### src/rtl/busresp_pkg.sv
package busresp_pkg;

  typedef enum logic [1:0] {
    TGT_REG,
    TGT_BUF,
    TGT_MEM,
    TGT_IO
  } targetE;

  typedef enum logic [1:0] {
    ST_IDLE,
    ST_MEM,
    ST_IO
  } stateE;

  typedef struct packed {
    logic capture;
    logic localWr;
    logic localRd;
    logic memLoad;
    logic ioLoad;
  } strobeT;

endpackage

### src/rtl/busresp_datapath.sv
module busresp_datapath
  import busresp_pkg::*;
#(
  parameter int ADDR_W    = 16,
  parameter int DATA_W    = 16,
  parameter int PORT_W    = 8,
  parameter int REG_BASE  = 'h40,
  parameter int NUM_REGS  = 4,
  parameter int WIN_BASE  = 'hF000,
  parameter int WIN_WORDS = 16
) (
  input  logic              clk,
  input  logic              rstN,
  input  logic [ADDR_W-1:0] cpuAddr,
  input  logic [DATA_W-1:0] cpuWdata,
  input  logic              cpuIoSpace,
  input  strobeT            strobes,
  input  logic [DATA_W-1:0] memRdata,
  input  logic [DATA_W-1:0] ioRdata,
  output targetE            target,
  output logic [ADDR_W-1:0] memAddr,
  output logic [ADDR_W-1:0] ioAddr,
  output logic [DATA_W-1:0] busWdata,
  output logic [DATA_W-1:0] rdata
);

  localparam int REG_IDX_W = (NUM_REGS > 1) ? $clog2(NUM_REGS) : 1;
  localparam int WIN_IDX_W = (WIN_WORDS > 1) ? $clog2(WIN_WORDS) : 1;
  localparam logic [31:0] REG_LO = REG_BASE;
  localparam logic [31:0] REG_HI = REG_BASE + NUM_REGS;
  localparam logic [31:0] WIN_LO = WIN_BASE;
  localparam logic [31:0] WIN_HI = WIN_BASE + WIN_WORDS;

  logic [PORT_W-1:0]    portNum;
  logic                 regHit;
  logic                 bufHit;
  logic [REG_IDX_W-1:0] regIdx;
  logic [WIN_IDX_W-1:0] bufIdx;
  logic [DATA_W-1:0]    localData;

  logic [DATA_W-1:0] regFile [NUM_REGS];
  logic [DATA_W-1:0] bufMem  [WIN_WORDS];

  logic [ADDR_W-1:0] addrQ;
  logic [DATA_W-1:0] wdataQ;
  logic              portQ;

  // Address decode, taken from the live CPU inputs in the strobe cycle
  always_comb begin
    portNum = cpuAddr[PORT_W-1:0];
    regHit  = (32'(portNum) >= REG_LO) && (32'(portNum) < REG_HI);
    bufHit  = (32'(cpuAddr) >= WIN_LO) && (32'(cpuAddr) < WIN_HI);
    regIdx  = REG_IDX_W'(32'(portNum) - REG_LO);
    bufIdx  = WIN_IDX_W'(32'(cpuAddr) - WIN_LO);
    if (cpuIoSpace) target = regHit ? TGT_REG : TGT_IO;
    else            target = bufHit ? TGT_BUF : TGT_MEM;
    localData = cpuIoSpace ? regFile[regIdx] : bufMem[bufIdx];
  end

  // Device control registers (port space)
  always_ff @(posedge clk) begin
    if (!rstN) begin
      for (int i = 0; i < NUM_REGS; i++) regFile[i] <= '0;
    end else if (strobes.localWr && cpuIoSpace) begin
      regFile[regIdx] <= cpuWdata;
    end
  end

  // Data buffer window (memory space)
  always_ff @(posedge clk) begin
    if (strobes.localWr && !cpuIoSpace) bufMem[bufIdx] <= cpuWdata;
  end

  // Access capture for the external buses
  always_ff @(posedge clk) begin
    if (!rstN) begin
      addrQ  <= '0;
      wdataQ <= '0;
      portQ  <= 1'b0;
    end else if (strobes.capture) begin
      addrQ  <= cpuAddr;
      wdataQ <= cpuWdata;
      portQ  <= cpuIoSpace;
    end
  end

  // Read data return
  always_ff @(posedge clk) begin
    if (!rstN)                rdata <= '0;
    else if (strobes.localRd) rdata <= localData;
    else if (strobes.memLoad) rdata <= memRdata;
    else if (strobes.ioLoad)  rdata <= ioRdata;
  end

  assign memAddr  = addrQ;
  assign ioAddr   = portQ ? ADDR_W'(addrQ[PORT_W-1:0]) : addrQ;
  assign busWdata = wdataQ;

endmodule

### src/rtl/busresp_control.sv
module busresp_control
  import busresp_pkg::*;
#(
  parameter int TIMEOUT = 4
) (
  input  logic   clk,
  input  logic   rstN,
  input  logic   start,
  input  logic   isWrite,
  input  targetE target,
  input  logic   memAck,
  input  logic   ioAck,
  output strobeT strobes,
  output logic   memReq,
  output logic   ioReq,
  output logic   busWe,
  output logic   cpuDone,
  output logic   cpuBusErr
);

  localparam int CNT_W = (TIMEOUT > 1) ? $clog2(TIMEOUT) : 1;
  localparam logic [CNT_W-1:0] LAST = CNT_W'(TIMEOUT - 1);

  stateE            state, stateN;
  logic [CNT_W-1:0] cnt, cntN;
  logic             weQ, weN;
  logic             doneN, errN;

  always_comb begin
    strobes = '0;
    stateN  = state;
    cntN    = cnt;
    weN     = weQ;
    doneN   = 1'b0;
    errN    = 1'b0;
    unique case (state)
      ST_IDLE: begin
        if (start) begin
          strobes.capture = 1'b1;
          weN  = isWrite;
          cntN = '0;
          unique case (target)
            TGT_REG, TGT_BUF: begin
              strobes.localWr = isWrite;
              strobes.localRd = !isWrite;
              doneN = 1'b1;
            end
            TGT_MEM: stateN = ST_MEM;
            default: stateN = ST_IO;
          endcase
        end
      end
      ST_MEM: begin
        if (memAck) begin
          strobes.memLoad = !weQ;
          doneN  = 1'b1;
          stateN = ST_IDLE;
        end else if (cnt == LAST) begin
          stateN = ST_IO;
          cntN   = '0;
        end else begin
          cntN = cnt + CNT_W'(1);
        end
      end
      ST_IO: begin
        if (ioAck) begin
          strobes.ioLoad = !weQ;
          doneN  = 1'b1;
          stateN = ST_IDLE;
        end else if (cnt == LAST) begin
          doneN  = 1'b1;
          errN   = 1'b1;
          stateN = ST_IDLE;
        end else begin
          cntN = cnt + CNT_W'(1);
        end
      end
      default: stateN = ST_IDLE;
    endcase
  end

  always_ff @(posedge clk) begin
    if (!rstN) begin
      state     <= ST_IDLE;
      cnt       <= '0;
      weQ       <= 1'b0;
      cpuDone   <= 1'b0;
      cpuBusErr <= 1'b0;
    end else begin
      state     <= stateN;
      cnt       <= cntN;
      weQ       <= weN;
      cpuDone   <= doneN;
      cpuBusErr <= errN;
    end
  end

  assign memReq = (state == ST_MEM);
  assign ioReq  = (state == ST_IO);
  assign busWe  = weQ;

endmodule

### src/rtl/bus_space_responder.sv
module bus_space_responder
  import busresp_pkg::*;
#(
  parameter int ADDR_W    = 16,
  parameter int DATA_W    = 16,
  parameter int PORT_W    = 8,
  parameter int REG_BASE  = 'h40,
  parameter int NUM_REGS  = 4,
  parameter int WIN_BASE  = 'hF000,
  parameter int WIN_WORDS = 16,
  parameter int TIMEOUT   = 4
) (
  input  logic              clk,
  input  logic              rstN,
  input  logic [ADDR_W-1:0] cpuAddr,
  input  logic              cpuIoSpace,
  input  logic              cpuRead,
  input  logic              cpuWrite,
  input  logic [DATA_W-1:0] cpuWdata,
  output logic [DATA_W-1:0] cpuRdata,
  output logic              cpuDone,
  output logic              cpuBusErr,
  output logic              memReq,
  output logic              memWe,
  output logic [ADDR_W-1:0] memAddr,
  output logic [DATA_W-1:0] memWdata,
  input  logic              memAck,
  input  logic [DATA_W-1:0] memRdata,
  output logic              ioReq,
  output logic              ioWe,
  output logic [ADDR_W-1:0] ioAddr,
  output logic [DATA_W-1:0] ioWdata,
  input  logic              ioAck,
  input  logic [DATA_W-1:0] ioRdata
);

  strobeT            strobes;
  targetE            target;
  logic              busWe;
  logic [DATA_W-1:0] busWdata;

  busresp_control #(.TIMEOUT(TIMEOUT)) u_ctrl (
    .clk       (clk),
    .rstN      (rstN),
    .start     (cpuRead | cpuWrite),
    .isWrite   (cpuWrite),
    .target    (target),
    .memAck    (memAck),
    .ioAck     (ioAck),
    .strobes   (strobes),
    .memReq    (memReq),
    .ioReq     (ioReq),
    .busWe     (busWe),
    .cpuDone   (cpuDone),
    .cpuBusErr (cpuBusErr)
  );

  busresp_datapath #(
    .ADDR_W   (ADDR_W),
    .DATA_W   (DATA_W),
    .PORT_W   (PORT_W),
    .REG_BASE (REG_BASE),
    .NUM_REGS (NUM_REGS),
    .WIN_BASE (WIN_BASE),
    .WIN_WORDS(WIN_WORDS)
  ) u_dp (
    .clk       (clk),
    .rstN      (rstN),
    .cpuAddr   (cpuAddr),
    .cpuWdata  (cpuWdata),
    .cpuIoSpace(cpuIoSpace),
    .strobes   (strobes),
    .memRdata  (memRdata),
    .ioRdata   (ioRdata),
    .target    (target),
    .memAddr   (memAddr),
    .ioAddr    (ioAddr),
    .busWdata  (busWdata),
    .rdata     (cpuRdata)
  );

  assign memWe    = memReq & busWe;
  assign ioWe     = ioReq & busWe;
  assign memWdata = busWdata;
  assign ioWdata  = busWdata;

endmodule

### config.mk
export PLATFORM = sky130hd
export DESIGN_NAME = bus_space_responder
export DESIGN_NICKNAME = d
export VERILOG_FILES = /design/src/rtl/busresp_pkg.sv /design/src/rtl/busresp_datapath.sv /design/src/rtl/busresp_control.sv /design/src/rtl/bus_space_responder.sv
export SDC_FILE = /design/constraint.sdc
export NUM_CORES = 1
export LEC_CHECK = 0
export BUFFER_PORTS_ARGS = -buffer_cell sky130_fd_sc_hd__buf_2
export CAP_MARGIN = 20
export CORE_ASPECT_RATIO = 1.4
export CORE_MARGIN = 3
export CORE_UTILIZATION = 55
export DETAILED_ROUTE_END_ITERATION = 7
export PLACE_DENSITY = 0.75
export SYNTH_ARGS = -nofsm -noshare
export SYNTH_HDL_FRONTEND = slang
export SYNTH_SLANG_ARGS = --single-unit
### constraint.sdc
create_clock -name clk -period 3 [get_ports clk]
set_input_delay 0.3 -clock clk [delete_from_list [all_inputs] [get_ports clk]]
set_output_delay 0.3 -clock clk [all_outputs]
set_load 0.01 [all_outputs]
==> results.md <==
* Status: completed
* Critical Path End: u_dp.rdata[11]
* Chip width at roughly 150 um
* Post-DP HPWL at around 23000 um
* WL/cell at 23.4 um
* Number of synthesized flops with an enable pin at 320
* Final-report hold violation count at 0
* Number of antenna violations at the first check in global routing at 2
* Final wirelength at 36600 um
* Design Power at ~11 mW
* DR vias at roughly 9200
* Gpl congestion at 0.941
* Critical Path Source: u_ctrl.state[1]
* Initial Util at 56.3%
* R2r startpoint: u_ctrl.state[1]
* CP max stage delay at 0.36 ns
* Clk_skew at between 0.02 and 0.025 ns
* Core ar. at 0.0278 mm2
* Yosys warning count at 0
* Post-CTS Hold Buffers at 0
* CP required at roughly 3.4 ns
* Row Count at 72
* # IOs at ~160
* Yosys cell types at 44
* Period utilization at 72.3%
* Gr ovfl total at 0
* Cell Pwr Density at 639 mW/mm2
* Area share of the largest cell type after synthesis at 61.3%
* Layout area overhead at 14.0%
* FMAX at 461 MHz
* Peak supply drop at 0.307 mV
* Synth top cells by count: edfxtp_1, nand2_1, and2_1
* Placed insts at 1504
* CTS tree: done
* Largest net degree at the start of global routing at 63
* DRT iter0 DRCs at roughly 850
* Worst Reg-to-Reg Cells at 8
* Sequential area share after synthesis at 68.4%
* Slew headroom at between 30 and 40%
* RSZ-0062 raised after global routing: false
* Drt first pass iters at 5
* Setup tns final at 0 ns
* Post-layout nets at about 1200
* Syn avg cell area at 15.4 um2
* Worst Path Class, Setup: reg -> reg
* Final Slew Violations at 0
* Clock transition at path regs at ~0.070 ns
* Arrival @ worst endpoint at 2.57 ns
* Via density at 5.89
* First-pass GRT wire length at 53800 um
* Hold crit path type: in -> reg
* Crit. End Element: register
* Max Buffers Root-to-Sink at 3
* Setup repair bufs after CTS at 0
* Cts bufs inserted at 34
* Fillers at 1920
* Final worst slack at 0.832 ns
* Post-synthesis instance area at ~0.016 mm2
* CP delay by family, top: compound AO/OA/AOI/OAI gates
* Max Cap Viol at 0
* Layout Utilization at between 60 and 70%
* CTS root buffer: clkbuf_16
* Fin cells at approximately 1600
* Area leader, netlist: edfxtp_1
* Clock network latency to the later pin of the worst-skew pair at 0.54 ns
* Worst-margin pin slew at 1.03 ns
* Synth Register Bits at around 380
* Top-count cell post-synth: edfxtp_1
* Main synth FF type: edfxtp_1
* Post-DRT Antenna Nets at 0
* End of the worst register-to-register path: u_dp.rdata[11]
* H-tree Lvls at 2
* Global Route Usage Sum at 23.7%
* Residual DRC at 0
* Top cells by area, synth: edfxtp_1, dfxtp_1, mux4_2
* CP max stage cell: mux2_2
* Crit path depth at 8
* Mapped Cells at 1019
* Gates resized, CTS repair at 0
* Min Tclk post-route at 2.17 ns
* Die height at 206 um
* CP Buf/Inv Count at 2
* Input/output buffers at roughly 160
* CP Max Fanout at 13
* Number of clock sinks at 376
* Full die area at 0.0306 mm2
* Final setup fails at 0
* Worst slack, placed at 0.372 ns
* Share of async-settable or async-resettable flops after synthesis at 0%
* Ant. Diodes at 0
* R2R setup slack at ~0.83 ns
* Worst-path cell chain: inv_1 > ha_1 > nand2_1 > a21oi_2 > buf_4 > mux2_2 > o21ai_1 > a31oi_1
* Layout cell share with drive strength beyond 1 at between 20% and 30%
* Syn Nets at 1095
* Leakage power at 6.54 nW
* Vias in the first global route at 8946
* Worst Setup Start Kind: register
[metal layers]
metal	global-route usage, %	up-vias	wire, um
met1	30.3	4600	13900
met5	0	-	7
met3	3.90	58	2620
li1	-	4148	-
met4	8.68	2	1170
met2	41.1	403	19000
[cells by family (layout without fill, tap and decap cells)]
family | after synthesis | count (layout) | synth area share, %
flip-flops | 376 | 376 | 68.4
AND/OR/NAND/NOR | 259 | 259 | 8.47
AO/OA/AOI/OAI | 149 | 149 | 6.18
multiplexers | 145 | 145 | 13.3
buffers and inverters | 85 | 260 | 3.17
adder cells (fa/ha/maj) | 5 | 5 | 0.399
[layout by cell type, fill, tap and decap left out, types with 5 or more instances in the layout]
cell | synthesis | layout
buf_2 | 16 | 155
mux2i_1 | 65 | 65
a21oi_1 | 33 | 33
edfxtp_1 | 320 | 320
dfxtp_1 | 56 | 56
o21ai_0 | 9 | 5
mux4_2 | 48 | 48
nand3_1 | 18 | 18
a31oi_1 | 16 | 16
a211oi_1 | 16 | 16
a22oi_1 | 17 | 17
mux2_2 | 28 | 28
buf_4 | 34 | 39
nor2_1 | 43 | 42
clkbuf_1 | 28 | 6
nand2_1 | 76 | 76
a21boi_0 | 35 | 35
clkbuf_16 | 0 | 34
clkinv_2 | 0 | 5
o21ai_1 | 15 | 18
nor2b_1 | 31 | 31
ha_1 | 5 | 5
and2_1 | 68 | 68
[registers in the layout, summed over array words and instances, names as in the netlist]
register / count
u_ctrl.busWe: 1
u_ctrl.cnt: 2
u_dp.portQ: 1
u_ctrl.state: 2
u_ctrl.cpuDone: 1
u_dp.busWdata: 16
u_ctrl.cpuBusErr: 1
u_dp.rdata: 16
u_dp.bufMem: 256
u_dp.memAddr: 16
u_dp.regFile: 64
[worst reg2reg max path, delay by kind of cell, from the launching register on]
kind            cells  cell delay (ns)
flops               1             0.33
fa+ha+maj           1             0.35
compound gates      3             0.49
buf+inv             2             0.37
mux                 1             0.37
simple gates        1             0.14
[stage by stage]
step | area [um2] | hold slack, ns
2_1_floorplan | 15700 | 0.399
3_3_place_gp | 16800 | 0.459
3_5_place_dp | 16800 | 0.464
4_1_cts | 17900 | 0.0133
5_1_grt | 17900 | 0.0344
6_report | 17900 | 0.0342
[final cells by class]
class                   count  area (um2)  share of cell area (%)
clock buffers              40         873                    4.89
clock inverters            20         204                    1.14
flip-flops and latches    376       10700                    60.1
well taps                 370         463                    2.59
inverters                   3        11.3                  0.0630
multi-input cells         558        4470                    25.0
repair buffers            197        1120                    6.27
[power by group]
part           switching (mW)  total, mW  leakage (nW)  internal, mW
sequential             0.0959       5.90          3.42          5.80
clock                    1.86       4.23         0.519          2.37
combinational           0.779       1.29          2.60         0.511
total                    2.74       11.4          6.54          8.68
[worst min-delay path by stage]
stage,start,end,slack [ns],depth (start not counted)
after global routing,cpuAddr[11],u_dp.memAddr[11],0.03,3
after global placement,u_dp.memAddr[11],u_dp.memAddr[11],0.46,2
after floorplan,cpuWdata[0],u_dp.bufMem[0][0],0.40,0
final,cpuAddr[14],u_dp.memAddr[14],0.03,3
after detailed placement,u_dp.memAddr[11],u_dp.memAddr[11],0.46,2
after CTS,cpuAddr[15],u_dp.memAddr[15],0.01,3
Note: power is estimated with default switching activity, not from simulation.
